File: src/rtl/pred_pkg.sv
package pred_pkg;
  localparam logic [1:0] KIND_NONE = 2'd0;
  localparam logic [1:0] KIND_COND = 2'd1;
  localparam logic [1:0] KIND_CALL = 2'd2;
  localparam logic [1:0] KIND_RET  = 2'd3;

  localparam logic [1:0] SRC_SEQ    = 2'd0;
  localparam logic [1:0] SRC_TABLE  = 2'd1;
  localparam logic [1:0] SRC_STATIC = 2'd2;
  localparam logic [1:0] SRC_STACK  = 2'd3;

  localparam logic [1:0] CTR_WEAK_NT = 2'd1;
  localparam logic [1:0] CTR_WEAK_T  = 2'd2;

  function automatic logic [1:0] sat_step(input logic [1:0] ctr, input logic up);
    if (up) return (ctr == 2'd3) ? 2'd3 : ctr + 2'd1;
    else    return (ctr == 2'd0) ? 2'd0 : ctr - 2'd1;
  endfunction
endpackage

File: src/rtl/tgt_table.sv
module tgt_table #(
  parameter int PC_W  = 16,
  parameter int IDX_W = 4
) (
  input  logic            clk,
  input  logic            rst_n,
  input  logic [PC_W-1:0] rd_pc,
  output logic            rd_hit,
  output logic [1:0]      rd_ctr,
  output logic [PC_W-1:0] rd_dest,
  input  logic            wr_vld,
  input  logic [PC_W-1:0] wr_pc,
  input  logic            wr_taken,
  input  logic [PC_W-1:0] wr_dest
);
  import pred_pkg::*;
  localparam int ENT   = 1 << IDX_W;
  localparam int TAG_W = PC_W - IDX_W;

  logic              vld_q  [ENT];
  logic [TAG_W-1:0]  tag_q  [ENT];
  logic [1:0]        ctr_q  [ENT];
  logic [PC_W-1:0]   dest_q [ENT];

  logic [IDX_W-1:0]  rd_idx, wr_idx;
  logic [TAG_W-1:0]  rd_tag, wr_tag;
  logic              wr_hit;

  assign rd_idx  = rd_pc[IDX_W-1:0];
  assign rd_tag  = rd_pc[PC_W-1:IDX_W];
  assign wr_idx  = wr_pc[IDX_W-1:0];
  assign wr_tag  = wr_pc[PC_W-1:IDX_W];
  assign rd_hit  = vld_q[rd_idx] && (tag_q[rd_idx] == rd_tag);
  assign rd_ctr  = ctr_q[rd_idx];
  assign rd_dest = dest_q[rd_idx];
  assign wr_hit  = vld_q[wr_idx] && (tag_q[wr_idx] == wr_tag);

  always_ff @(posedge clk or negedge rst_n) begin
    if (!rst_n) begin
      for (int i = 0; i < ENT; i++) begin
        vld_q[i]  <= 1'b0;
        tag_q[i]  <= '0;
        ctr_q[i]  <= '0;
        dest_q[i] <= '0;
      end
    end else if (wr_vld) begin
      if (wr_hit) begin
        ctr_q[wr_idx] <= sat_step(ctr_q[wr_idx], wr_taken);
        if (wr_taken) dest_q[wr_idx] <= wr_dest;
      end else begin
        vld_q[wr_idx]  <= 1'b1;
        tag_q[wr_idx]  <= wr_tag;
        ctr_q[wr_idx]  <= wr_taken ? CTR_WEAK_T : CTR_WEAK_NT;
        dest_q[wr_idx] <= wr_dest;
      end
    end
  end

  // a missing address becomes a valid slot after the update
  assert_alloc_valid_R5: assert property (@(posedge clk) disable iff (!rst_n)
    wr_vld && !wr_hit |=> vld_q[$past(wr_idx)] && (tag_q[$past(wr_idx)] == $past(wr_tag)));
  // taken at the top stays at the top
  assert_ctr_top_sat_R5: assert property (@(posedge clk) disable iff (!rst_n)
    wr_vld && wr_hit && wr_taken && (ctr_q[wr_idx] == 2'd3) |=> ctr_q[$past(wr_idx)] == 2'd3);
  // not-taken at the bottom stays at the bottom
  assert_ctr_bot_sat_R5: assert property (@(posedge clk) disable iff (!rst_n)
    wr_vld && wr_hit && !wr_taken && (ctr_q[wr_idx] == 2'd0) |=> ctr_q[$past(wr_idx)] == 2'd0);
endmodule

File: src/rtl/static_guess.sv
module static_guess (
  input  logic is_back,
  input  logic hint_vld,
  input  logic hint_take,
  output logic guess_take
);
  always_comb begin
    if (hint_vld) guess_take = hint_take;
    else          guess_take = is_back;
  end
endmodule

File: src/rtl/ret_stack.sv
module ret_stack #(
  parameter int DEPTH  = 16,
  parameter int ADDR_W = 16
) (
  input  logic              clk,
  input  logic              rst_n,
  input  logic              push,
  input  logic              pop,
  input  logic [ADDR_W-1:0] push_addr,
  output logic [ADDR_W-1:0] top_addr,
  output logic              empty
);
  localparam int PTR_W = (DEPTH > 1) ? $clog2(DEPTH) : 1;
  localparam int CNT_W = $clog2(DEPTH + 1);
  localparam logic [CNT_W-1:0] FULL_CNT = CNT_W'(DEPTH);

  logic [ADDR_W-1:0] mem_q [DEPTH];
  logic [PTR_W-1:0]  top_q;
  logic [CNT_W-1:0]  cnt_q;
  logic              full;
  logic [PTR_W-1:0]  up_ptr, dn_ptr;

  function automatic logic [PTR_W-1:0] wrap_inc(input logic [PTR_W-1:0] p);
    return (p == PTR_W'(DEPTH - 1)) ? '0 : p + PTR_W'(1);
  endfunction
  function automatic logic [PTR_W-1:0] wrap_dec(input logic [PTR_W-1:0] p);
    return (p == '0) ? PTR_W'(DEPTH - 1) : p - PTR_W'(1);
  endfunction

  assign up_ptr   = wrap_inc(top_q);
  assign dn_ptr   = wrap_dec(top_q);
  assign empty    = (cnt_q == '0);
  assign full     = (cnt_q == FULL_CNT);
  assign top_addr = mem_q[top_q];

  always_ff @(posedge clk or negedge rst_n) begin
    if (!rst_n) begin
      top_q <= PTR_W'(DEPTH - 1);
      cnt_q <= '0;
      for (int i = 0; i < DEPTH; i++) mem_q[i] <= '0;
    end else if (push) begin
      mem_q[up_ptr] <= push_addr;
      top_q <= up_ptr;
      if (!full) cnt_q <= cnt_q + CNT_W'(1);
    end else if (pop && !empty) begin
      top_q <= dn_ptr;
      cnt_q <= cnt_q - CNT_W'(1);
    end
  end

  // a pop on a non-empty stack removes exactly one entry
  assert_pop_dec_R6: assert property (@(posedge clk) disable iff (!rst_n)
    pop && !push && !empty |=> cnt_q == $past(cnt_q) - CNT_W'(1));
  // the pushed address is on top afterwards
  assert_push_top_R6: assert property (@(posedge clk) disable iff (!rst_n)
    push |=> top_addr == $past(push_addr));
  // pushing while full keeps the count at the depth
  assert_wrap_full_R7: assert property (@(posedge clk) disable iff (!rst_n)
    push && full |=> full);
  // empty right after reset
  assert_reset_empty_R10: assert property (@(posedge clk)
    !rst_n |=> empty || $past(push));
endmodule

File: src/rtl/fetch_dir_predictor.sv
module fetch_dir_predictor #(
  parameter int PC_W      = 16,
  parameter int LEN_W     = 4,
  parameter int IDX_W     = 4,
  parameter int RAS_DEPTH = 16
) (
  input  logic             clk,
  input  logic             rst_n,
  input  logic             lk_vld,
  input  logic [PC_W-1:0]  lk_pc,
  input  logic [1:0]       lk_kind,
  input  logic [LEN_W-1:0] lk_len,
  input  logic             lk_back,
  input  logic [PC_W-1:0]  lk_dest,
  input  logic             hint_vld,
  input  logic             hint_take,
  input  logic             rs_vld,
  input  logic [PC_W-1:0]  rs_pc,
  input  logic             rs_taken,
  input  logic [PC_W-1:0]  rs_dest,
  output logic             pred_taken,
  output logic [PC_W-1:0]  pred_dest,
  output logic [1:0]       pred_src
);
  import pred_pkg::*;

  function automatic logic [PC_W-1:0] seq_next(input logic [PC_W-1:0] pc,
                                               input logic [LEN_W-1:0] len);
    return pc + PC_W'(len);
  endfunction

  logic            tbl_hit;
  logic [1:0]      tbl_ctr;
  logic [PC_W-1:0] tbl_dest;
  logic            fixed_take;
  logic            stk_push, stk_pop, stk_empty;
  logic [PC_W-1:0] stk_top;
  logic [PC_W-1:0] seq_pc;

  assign seq_pc = seq_next(lk_pc, lk_len);

  tgt_table #(.PC_W(PC_W), .IDX_W(IDX_W)) table_i (
    .clk(clk), .rst_n(rst_n),
    .rd_pc(lk_pc), .rd_hit(tbl_hit), .rd_ctr(tbl_ctr), .rd_dest(tbl_dest),
    .wr_vld(rs_vld), .wr_pc(rs_pc), .wr_taken(rs_taken), .wr_dest(rs_dest)
  );

  static_guess guess_i (
    .is_back(lk_back), .hint_vld(hint_vld), .hint_take(hint_take),
    .guess_take(fixed_take)
  );

  assign stk_push = lk_vld && (lk_kind == KIND_CALL);
  assign stk_pop  = lk_vld && (lk_kind == KIND_RET) && !stk_empty;

  ret_stack #(.DEPTH(RAS_DEPTH), .ADDR_W(PC_W)) stack_i (
    .clk(clk), .rst_n(rst_n),
    .push(stk_push), .pop(stk_pop), .push_addr(seq_pc),
    .top_addr(stk_top), .empty(stk_empty)
  );

  always_comb begin
    pred_taken = 1'b0;
    pred_dest  = seq_pc;
    pred_src   = SRC_SEQ;
    case (lk_kind)
      KIND_COND: begin
        if (tbl_hit) begin
          pred_taken = tbl_ctr[1];
          pred_dest  = tbl_ctr[1] ? tbl_dest : seq_pc;
          pred_src   = SRC_TABLE;
        end else begin
          pred_taken = fixed_take;
          pred_dest  = fixed_take ? lk_dest : seq_pc;
          pred_src   = SRC_STATIC;
        end
      end
      KIND_CALL: begin
        pred_taken = 1'b1;
        pred_dest  = tbl_hit ? tbl_dest : lk_dest;
        pred_src   = tbl_hit ? SRC_TABLE : SRC_STATIC;
      end
      KIND_RET: begin
        if (!stk_empty) begin
          pred_taken = 1'b1;
          pred_dest  = stk_top;
          pred_src   = SRC_STACK;
        end
      end
      default: ;
    endcase
  end

  // sequential source never claims taken
  assert_seq_not_taken_R8: assert property (@(posedge clk) disable iff (!rst_n)
    pred_src == SRC_SEQ |-> !pred_taken && pred_dest == seq_pc);
  // the stack is the source only for a return with entries
  assert_stack_src_R6: assert property (@(posedge clk) disable iff (!rst_n)
    pred_src == SRC_STACK |-> lk_kind == KIND_RET && !stk_empty);
  // plain instructions never use the table
  assert_plain_seq_R9: assert property (@(posedge clk) disable iff (!rst_n)
    lk_kind == KIND_NONE |-> pred_src == SRC_SEQ);
  // calls always redirect
  assert_call_taken_R11: assert property (@(posedge clk) disable iff (!rst_n)
    lk_kind == KIND_CALL |-> pred_taken);
  // a hit ignores the hint and the displacement sign
  assert_hit_uses_table_R4: assert property (@(posedge clk) disable iff (!rst_n)
    lk_kind == KIND_COND && tbl_hit |-> pred_src == SRC_TABLE && pred_taken == tbl_ctr[1]);
endmodule

File: config.mk
export PLATFORM = sky130hd
export DESIGN_NAME = fetch_dir_predictor
export DESIGN_NICKNAME = d
export VERILOG_FILES = /design/src/rtl/pred_pkg.sv /design/src/rtl/tgt_table.sv /design/src/rtl/static_guess.sv /design/src/rtl/ret_stack.sv /design/src/rtl/fetch_dir_predictor.sv
export SDC_FILE = /design/constraint.sdc
export NUM_CORES = 1
export LEC_CHECK = 0
export BUFFER_PORTS_ARGS = -buffer_cell sky130_fd_sc_hd__buf_4
export CORE_UTILIZATION = 55
export CTS_CLUSTER_SIZE = 14
export DETAILED_ROUTE_END_ITERATION = 6
export HOLD_SLACK_MARGIN = 0.05
export PLACE_DENSITY = 0.78
export SYNTH_ARGS = -nofsm -noshare
export SYNTH_HDL_FRONTEND = slang
export SYNTH_SLANG_ARGS = --single-unit
File: constraint.sdc
create_clock -name clk -period 7.56 [get_ports clk]
set_input_delay 1.134 -clock clk [delete_from_list [all_inputs] [get_ports clk]]
set_output_delay 1.134 -clock clk [all_outputs]
set_load 0.01 [all_outputs]
==> results.md, run 1 <==
* Fraction of the yosys area taken by sequential cells at 50.5%
* Area growth syn-to-layout at 10.4%
* Static leakage at ~18 nW
* CP Buf/Inv Count at 4
* Final Util at 61.7%
* Design area at 41600 um2
* Initial core utilization at 55.8%
* First DRT Iteration DRCs at roughly 2600
* Overall power at 13.4 mW
* Post-synth ARST share at between 90% and 100%
* Largest net degree at the start of global routing at roughly 190
* Gate Count Post-Synth at 2823
* Worst-margin pin slew at roughly 1200 ps
* Final hold vios at 0
* Vias/cell at around 6.6
* Unrepaired setup endpoints after global routing: no
* CTS H-Tree Depth at 3
* GPL Wtd Cong at 0.945
* Nets@finish at 2927
* Final period util at ~90%
* Post-Synth XOR/XNOR Area at 0.906%
* CP Data Required Time at 6430 ps
* Mapped Nets at 2920
* Buffers on Ports at 96
* DIE WIDTH at 264 um
* Slew Viols, Final at 0
* Kind of critical path: in2out
* Tot GR Track Use at 29.6%
* Mean area per synthesized cell at 13.4 um2
* Crit path max fanout at between 40 and 50
* EDFF count, synth at 0
* Clk Latency, worst-skew pair at 640 ps
* Hold Path Class: reg2reg
* Post-DP HPWL at between 60000 and 70000 um
* IO Pins at 97
* Max Freq at around 0.15 GHz
* Status: finished clean
* CTS clk-pin slew, worst paths at approximately 60 ps
* Hold_buf cts at 0
* Remaining Overflow, GRT at 0
* DRC viols at 0
* Number of synthesized register bits at 761
* Area post-placement at roughly 39000 um2
* Drt wl/cell at 26.8 um
* Peak VDD IR at 0.248 mV
* Die Y at 264 um
* MaxCap Viol Count at 0
* Routed via count at 25000
* Sink Count at 761
* TNS Setup at 0 ps
* Critical path's largest stage delay at 650 ps
* CP most frequent cell: buf_4
* Cell Area, Synth at 37700 um2
* CTS tree: done
* DRT antenna net count at 0
* Critical Path AT at 5730 ps
* Postcts setup bufs at 0
* Die Footprint at roughly 70000 um2
* Core area at between 60000 and 70000 um2
* Share of cells above drive strength 1 at 32.2%
* CTS resizes at 0
* Initial antenna violation count at 5
* Slew margin rel. at 22.7%
* CP top delay family: buffers and inverters
* First-pass DRT Iterations at 5
* Largest family of logic cells by synthesized area: multiplexers
* Worst Clk Skew at 31.4 ps
* Synth warnings at 0
* Inserted Clock Buffers at 79
* PwrDens at 322 nW/um2
* First-pass GRT wire length at 157000 um
* Synth cell types at 62
* Setup crit end kind: output pin
* Ys flop type: dfrtp_1
* Slowest-stage cell, CP: buf_4
* Final setup vio count at 0
* Cell row count at 95
* Number of global-route vias before repair at 26100
* Crit path cell chain: buf_4, buf_4, nand2_1, o22ai_1, or4b_2, o2111ai_1, nor4b_1, nand4b_1, buf_4, mux2_2, o21ba_2, o221ai_1, buf_4
* Area share of fa/ha/maj cells after synthesis at 0.670%
* Drt total wl at between 100000 and 150000 um
* Maximum clock path buffer count at 3
* Crit path time final at 6870 ps
* CP Launch Type: input pin
* Simple-gate share of the synthesized area at 6.28%
* Mux contribution to synthesized area at 32.2%
* Synth Area in Compound Gates at 6.23%
* Root buffer cell: clkbuf_16
## per-stage QoR
| step | hold WS [ps] | std cells | worst slack [ps] |
|---|---|---|---|
| after detailed placement | 465 | 3622 | 909 |
| after global placement | 456 | 3622 | 923 |
| final | 475 | 3766 | 693 |
| after floorplan | 445 | 2823 | 2110 |
| after global routing | 494 | 3766 | 573 |
| after CTS | 478 | 3762 | 855 |
## final timing paths
| check | start | end | slack (ps) | cells past startpoint |
|---|---|---|---|---|
| setup / recovery | lk_pc[1] | pred_dest[15] | 690 | 13 |
| hold / removal | stack_i.mem_q[31] | stack_i.mem_q[31] | 480 | 2 |
| setup reg to reg | table_i.tag_q[11] | table_i.ctr_q[6] | 3310 | 8 |
| hold reg to reg | stack_i.mem_q[31] | stack_i.mem_q[31] | 480 | 2 |
| max in group asynchronous | rst_n | table_i.ctr_q[12] | 5250 | 2 |
| min in group asynchronous | rst_n | stack_i.mem_q[248] | 610 | 1 |
## per-layer routing
layer	track usage [%]	routed length, um	vias up
li1	-	-	10400
met1	39.3	39400	13100
met2	47.4	48800	1197
met3	6.25	8150	286
met4	13.4	4580	2
met5	0	12	-
## state kept, by name, indices dropped and copies added (netlist names)
signal          count
stack_i.top_q       4
table_i.tag_q     192
stack_i.mem_q     256
stack_i.cnt_q       5
table_i.ctr_q      32
table_i.vld_q      16
table_i.dest_q    256
## cell usage after synthesis (4+ instances only)
cell / n / area, um2
a21o_1: 7 / 52.6
a21oi_1: 16 / 80.1
a221oi_1: 17 / 149
a22oi_1: 9 / 67.6
and2_1: 5 / 31.3
and3_1: 13 / 81.3
buf_1: 33 / 124
buf_2: 41 / 205
buf_4: 8 / 60.1
buf_6: 15 / 169
clkbuf_1: 143 / 537
dfrtp_1: 757 / 18900
dfstp_2: 4 / 105
ha_1: 17 / 213
inv_1: 28 / 105
mux2_1: 181 / 2040
mux2_2: 326 / 3670
mux2i_1: 26 / 260
mux4_2: 274 / 6170
nand2_1: 352 / 1320
nand2b_1: 14 / 87.6
nand3_1: 14 / 70.1
nand3_4: 10 / 175
nand3b_1: 5 / 37.5
nand4_1: 7 / 43.8
nor2_1: 38 / 143
nor2b_1: 9 / 56.3
nor3_1: 8 / 40.0
nor3b_1: 6 / 45.0
o21ai_0: 300 / 1500
o22ai_1: 28 / 175
o31ai_1: 7 / 52.6
or2_2: 19 / 119
xnor2_1: 28 / 245
xor2_1: 11 / 96.3
## logic make-up (layout without fill, tap and decap cells)
logic type                 after synthesis  count (layout)
AOI/OAI and AO/OA                      417             417
xor gates and xnor gates                39              39
adders and majority gates               19              19
buffers and inverters                  268             334
DFF                                    761             761
muxes                                  807             807
other                                    0               4
and+or+nand+nor                        512             512
## power by group
group          leakage (nW)  switching [mW]  internal [mW]  total (mW)
logic                  7.01            1.54           1.85        3.39
clock network          1.27            1.60           2.29        3.89
registers              9.60           0.855           5.28        6.13
total                  17.9            3.99           9.42        13.4
## worst register-to-register path: cells and delay by family (launching register included)
family / cells / cell delay [ps]
and+or+nand+nor: 2 / 1090
AOI/OAI and AO/OA: 3 / 1250
xor gates and xnor gates: 1 / 330
muxes: 2 / 1000
DFF: 1 / 400
## layout by cell type (no fill, tap or decap), types with 4 or more instances in the layout
master     count
nor2b_1        9
clkbuf_8      18
clkinv_2      10
nor3_1         8
mux2i_1       26
buf_4        161
inv_1         28
and2_1         5
a22oi_1        9
nor3b_1        6
xor2_1        10
nand3b_1       5
or2_2         19
and3_1        13
clkbuf_1      23
mux2_1       181
mux4_2       274
xnor2_1       25
nand3_1       14
o22ai_1       28
o31ai_1        7
ha_1          17
a221oi_1      17
diode_2        4
nand2b_1      14
a21o_1         7
nand2_1      352
dfrtp_1      757
nor2_1        38
nand4_1        7
o21ai_0      300
clkbuf_16     83
a21oi_1       16
nand3_4       10
mux2_2       326
## layout make-up
cell class                 instances  area, um2
sequential                       761      19100
tap                              873       1090
clock inverter                    16        180
fill                            4903      25900
multi-input combinational       1794      17500
antenna                            4       10.0
clock buffer                     124       2410
timing repair buffer             166       1290
inverter                          28        105
No activity file was read; power rests on OpenSTA's default activity.
==> inputs of run 2 (changes only) <==
--- a/config.mk
+++ b/config.mk
@@ -6,11 +6,14 @@
 export NUM_CORES = 1
 export LEC_CHECK = 0
 export BUFFER_PORTS_ARGS = -buffer_cell sky130_fd_sc_hd__buf_4
-export CORE_UTILIZATION = 55
+export CAP_MARGIN = 30
+export CELL_PAD_IN_SITES_DETAIL_PLACEMENT = 1
+export CELL_PAD_IN_SITES_GLOBAL_PLACEMENT = 2
+export CORE_UTILIZATION = 49
 export CTS_CLUSTER_SIZE = 14
 export DETAILED_ROUTE_END_ITERATION = 6
 export HOLD_SLACK_MARGIN = 0.05
-export PLACE_DENSITY = 0.78
+export PLACE_DENSITY = 0.92
 export SYNTH_ARGS = -nofsm -noshare
 export SYNTH_HDL_FRONTEND = slang
 export SYNTH_SLANG_ARGS = --single-unit
==> results.md, run 2 (synthesized netlist as in run 1, its figures left out) <==
* Status: finished clean (unchanged)
* Final hold vios at 0 (unchanged)
* FF-to-FF setup slack at 2960 ps (was 3310 ps)
* Hold endpoint: stack_i.mem_q[76] (was stack_i.mem_q[31])
* Commonest non-fill, non-tap cell in the layout: dfrtp_1 (unchanged)
* CTS resizes at 0 (unchanged)
* Peak VDD IR at 0.220 mV (was 0.248 mV)
* Postcts setup bufs at 0 (unchanged)
* Switching power at 4.32 mW (was 3.99 mW)
* Vias/cell at 6.50 (was 6.65)
* Drt wl/cell at 30.0 um (was 26.8 um)
* Tot GR Track Use at 31.1% (was 29.6%)
* Static leakage at 18.1 nW (was 17.9 nW)
* Maximum clock path buffer count at 3 (unchanged)
* Critical R2R Launch: stack_i.top_q[0] (was table_i.tag_q[11])
* Slew margin rel. at 24.6% (was 22.7%)
* Inserted Clock Buffers at 81 (was 79)
* Setup crit start: lk_pc[1] (unchanged)
* Gate power share at 25.3% (about the same)
* Die Footprint at 78100 um2 (was 69600 um2)
* Drt total wl at 118000 um (was 101000 um)
* Crit path time final at 6930 ps (was 6870 ps)
* DRT antenna net count at 0 (unchanged)
* Cell row count at 101 (was 95)
* Internal power at 9.68 mW (was 9.42 mW)
* Clk Latency, worst-skew pair at 650 ps (was 640 ps)
* DIE WIDTH at 279 um (was 264 um)
* Largest net degree at the start of global routing at 188 (was 187)
* Number of fill cells in the layout at 7342 (was 4903)
* Most frequent cells in the layout: 757 x dfrtp_1, 352 x nand2_1, 326 x mux2_2 (unchanged)
* Die Y at 279 um (was 264 um)
* DRC viols at 0 (unchanged)
* Worst-margin pin slew at 1130 ps (was 1160 ps)
* Final WS setup at 627 ps (was 693 ps)
* Hold path cells at 2 (unchanged)
* Root buffer cell: clkbuf_16 (unchanged)
* TNS Setup at 0 ps (unchanged)
* GPL Wtd Cong at 0.837 (was 0.945)
* Critical Path AT at 5800 ps (was 5730 ps)
* Final Util at 55.5% (was 61.7%)
* Post-place setup slack at 790 ps (was 909 ps)
* CTS tree: done (unchanged)
* Worst reg-to-reg path cell count at 9 (was 8)
* Crit Reg-Reg Endpoint: stack_i.mem_q[107] (was table_i.ctr_q[6])
* Max Freq at 0.144 GHz (was 0.146 GHz)
* Share of cells above drive strength 1 at 32.9% (was 32.2%)
* Routed via count at 25600 (was 25000)
* Worst Clk Skew at 20.0 ps (was 31.4 ps)
* First-pass DRT Iterations at 5 (unchanged)
* Remaining Overflow, GRT at 0 (unchanged)
* Unrepaired setup endpoints after global routing: no (unchanged)
* Kind of critical path: in2out (unchanged)
* Setup crit end kind: output pin (unchanged)
* Number of global-route vias before repair at 28600 (was 26100)
* Sw frac at 30.9% (was 29.8%)
* Hold Crit Start: stack_i.mem_q[76] (was stack_i.mem_q[31])
* CTS clk-pin slew, worst paths at 60 ps (about the same)
* CP Launch Type: input pin (unchanged)
* Final period util at 91.7% (was 90.8%)
* Post-DP HPWL at 71500 um (was 63600 um)
* Final setup vio count at 0 (unchanged)
* Hold Path Class: reg2reg (unchanged)
* Top Registers: stack_i.mem_q: 256 flops, table_i.dest_q: 256 flops, table_i.tag_q: 192 flops (unchanged)
* Nets@finish at 2938 (was 2927)
* First-pass GRT wire length at 182000 um (was 157000 um)
* MaxCap Viol Count at 0 (unchanged)
* Design area at 42200 um2 (was 41600 um2)
* Overall power at 14.0 mW (was 13.4 mW)
* Buffers on Ports at 96 (unchanged)
* Initial core utilization at 49.6% (was 55.8%)
* CP Data Required Time at 6430 ps (about the same)
* Hold_buf cts at 0 (unchanged)
* Seq pwr share at 44.3% (was 45.7%)
* Core area at 76100 um2 (was 67500 um2)
* Sink Count at 761 (unchanged)
* Clk pwr share at 30.4% (was 29.0%)
* First DRT Iteration DRCs at 2077 (was 2601)
* Area post-placement at 39300 um2 (was 39000 um2)
* PwrDens at 332 nW/um2 (was 322 nW/um2)
* Area growth syn-to-layout at 12.0% (was 10.4%)
* Slew Viols, Final at 0 (unchanged)
* Initial antenna violation count at 4 (was 5)
* IO Pins at 97 (unchanged)
* Crit path max fanout at 53 (was 42)
* CTS H-Tree Depth at 3 (unchanged)
run 2: layout make-up:
type	count	area [um2]	area share [%]
multi-input combinational	1794	17500	41.4
clock buffer	124	2520	5.98
sequential	761	19100	45.1
antenna	3	7.51	0.0178
clock inverter	25	317	0.750
inverter	28	105	0.249
timing repair buffer	175	1440	3.41
tap	1030	1290	3.05
run 2: worst max-delay path, stage by stage:
cell and delay, ps:
buf_4 610, mux4_2 640, mux4_2 530, xnor2_1 180
o2111ai_1 140, nor4b_1 600, nand3b_1 570, a31o_2 520
a221oi_1 340, o22ai_1 250, buf_4 210
run 2: worst max-delay path by stage:
stage                    endpoint  slack, ps  cells after the start
floorplan           pred_dest[10]       2110                     10
global placement    pred_dest[12]        820                     12
detailed placement  pred_dest[12]        790                     12
CTS                 pred_dest[12]        700                     11
global route        pred_dest[12]        550                     11
finish              pred_dest[12]        630                     11
run 2: power by group through the flow:
stage | sequential (mW) | combinational (mW) | clock [mW]
3_3_place_gp | 6.03 | 3.24 | 0
3_5_place_dp | 6.20 | 3.47 | 0
6_report | 6.21 | 3.54 | 4.25
2_1_floorplan | 5.76 | 2.64 | 0
5_1_grt | 6.33 | 3.83 | 4.44
4_1_cts | 6.18 | 3.54 | 4.30
run 2: metrics by stage:
stage	hold WS, ps	std cells
after floorplan	445	2823
after global placement	456	3779
after detailed placement	468	3782
after CTS	482	3931
after global routing	509	3938
final	478	3940
run 2: metal layers:
metal / track usage (%) / up-vias / wire [um]
met5: 0 / - / 23
met4: 15.0 / 4 / 6030
met3: 6.16 / 356 / 7570
met2: 51.7 / 1008 / 59100
met1: 39.1 / 13800 / 45600
li1: - / 10400 / -
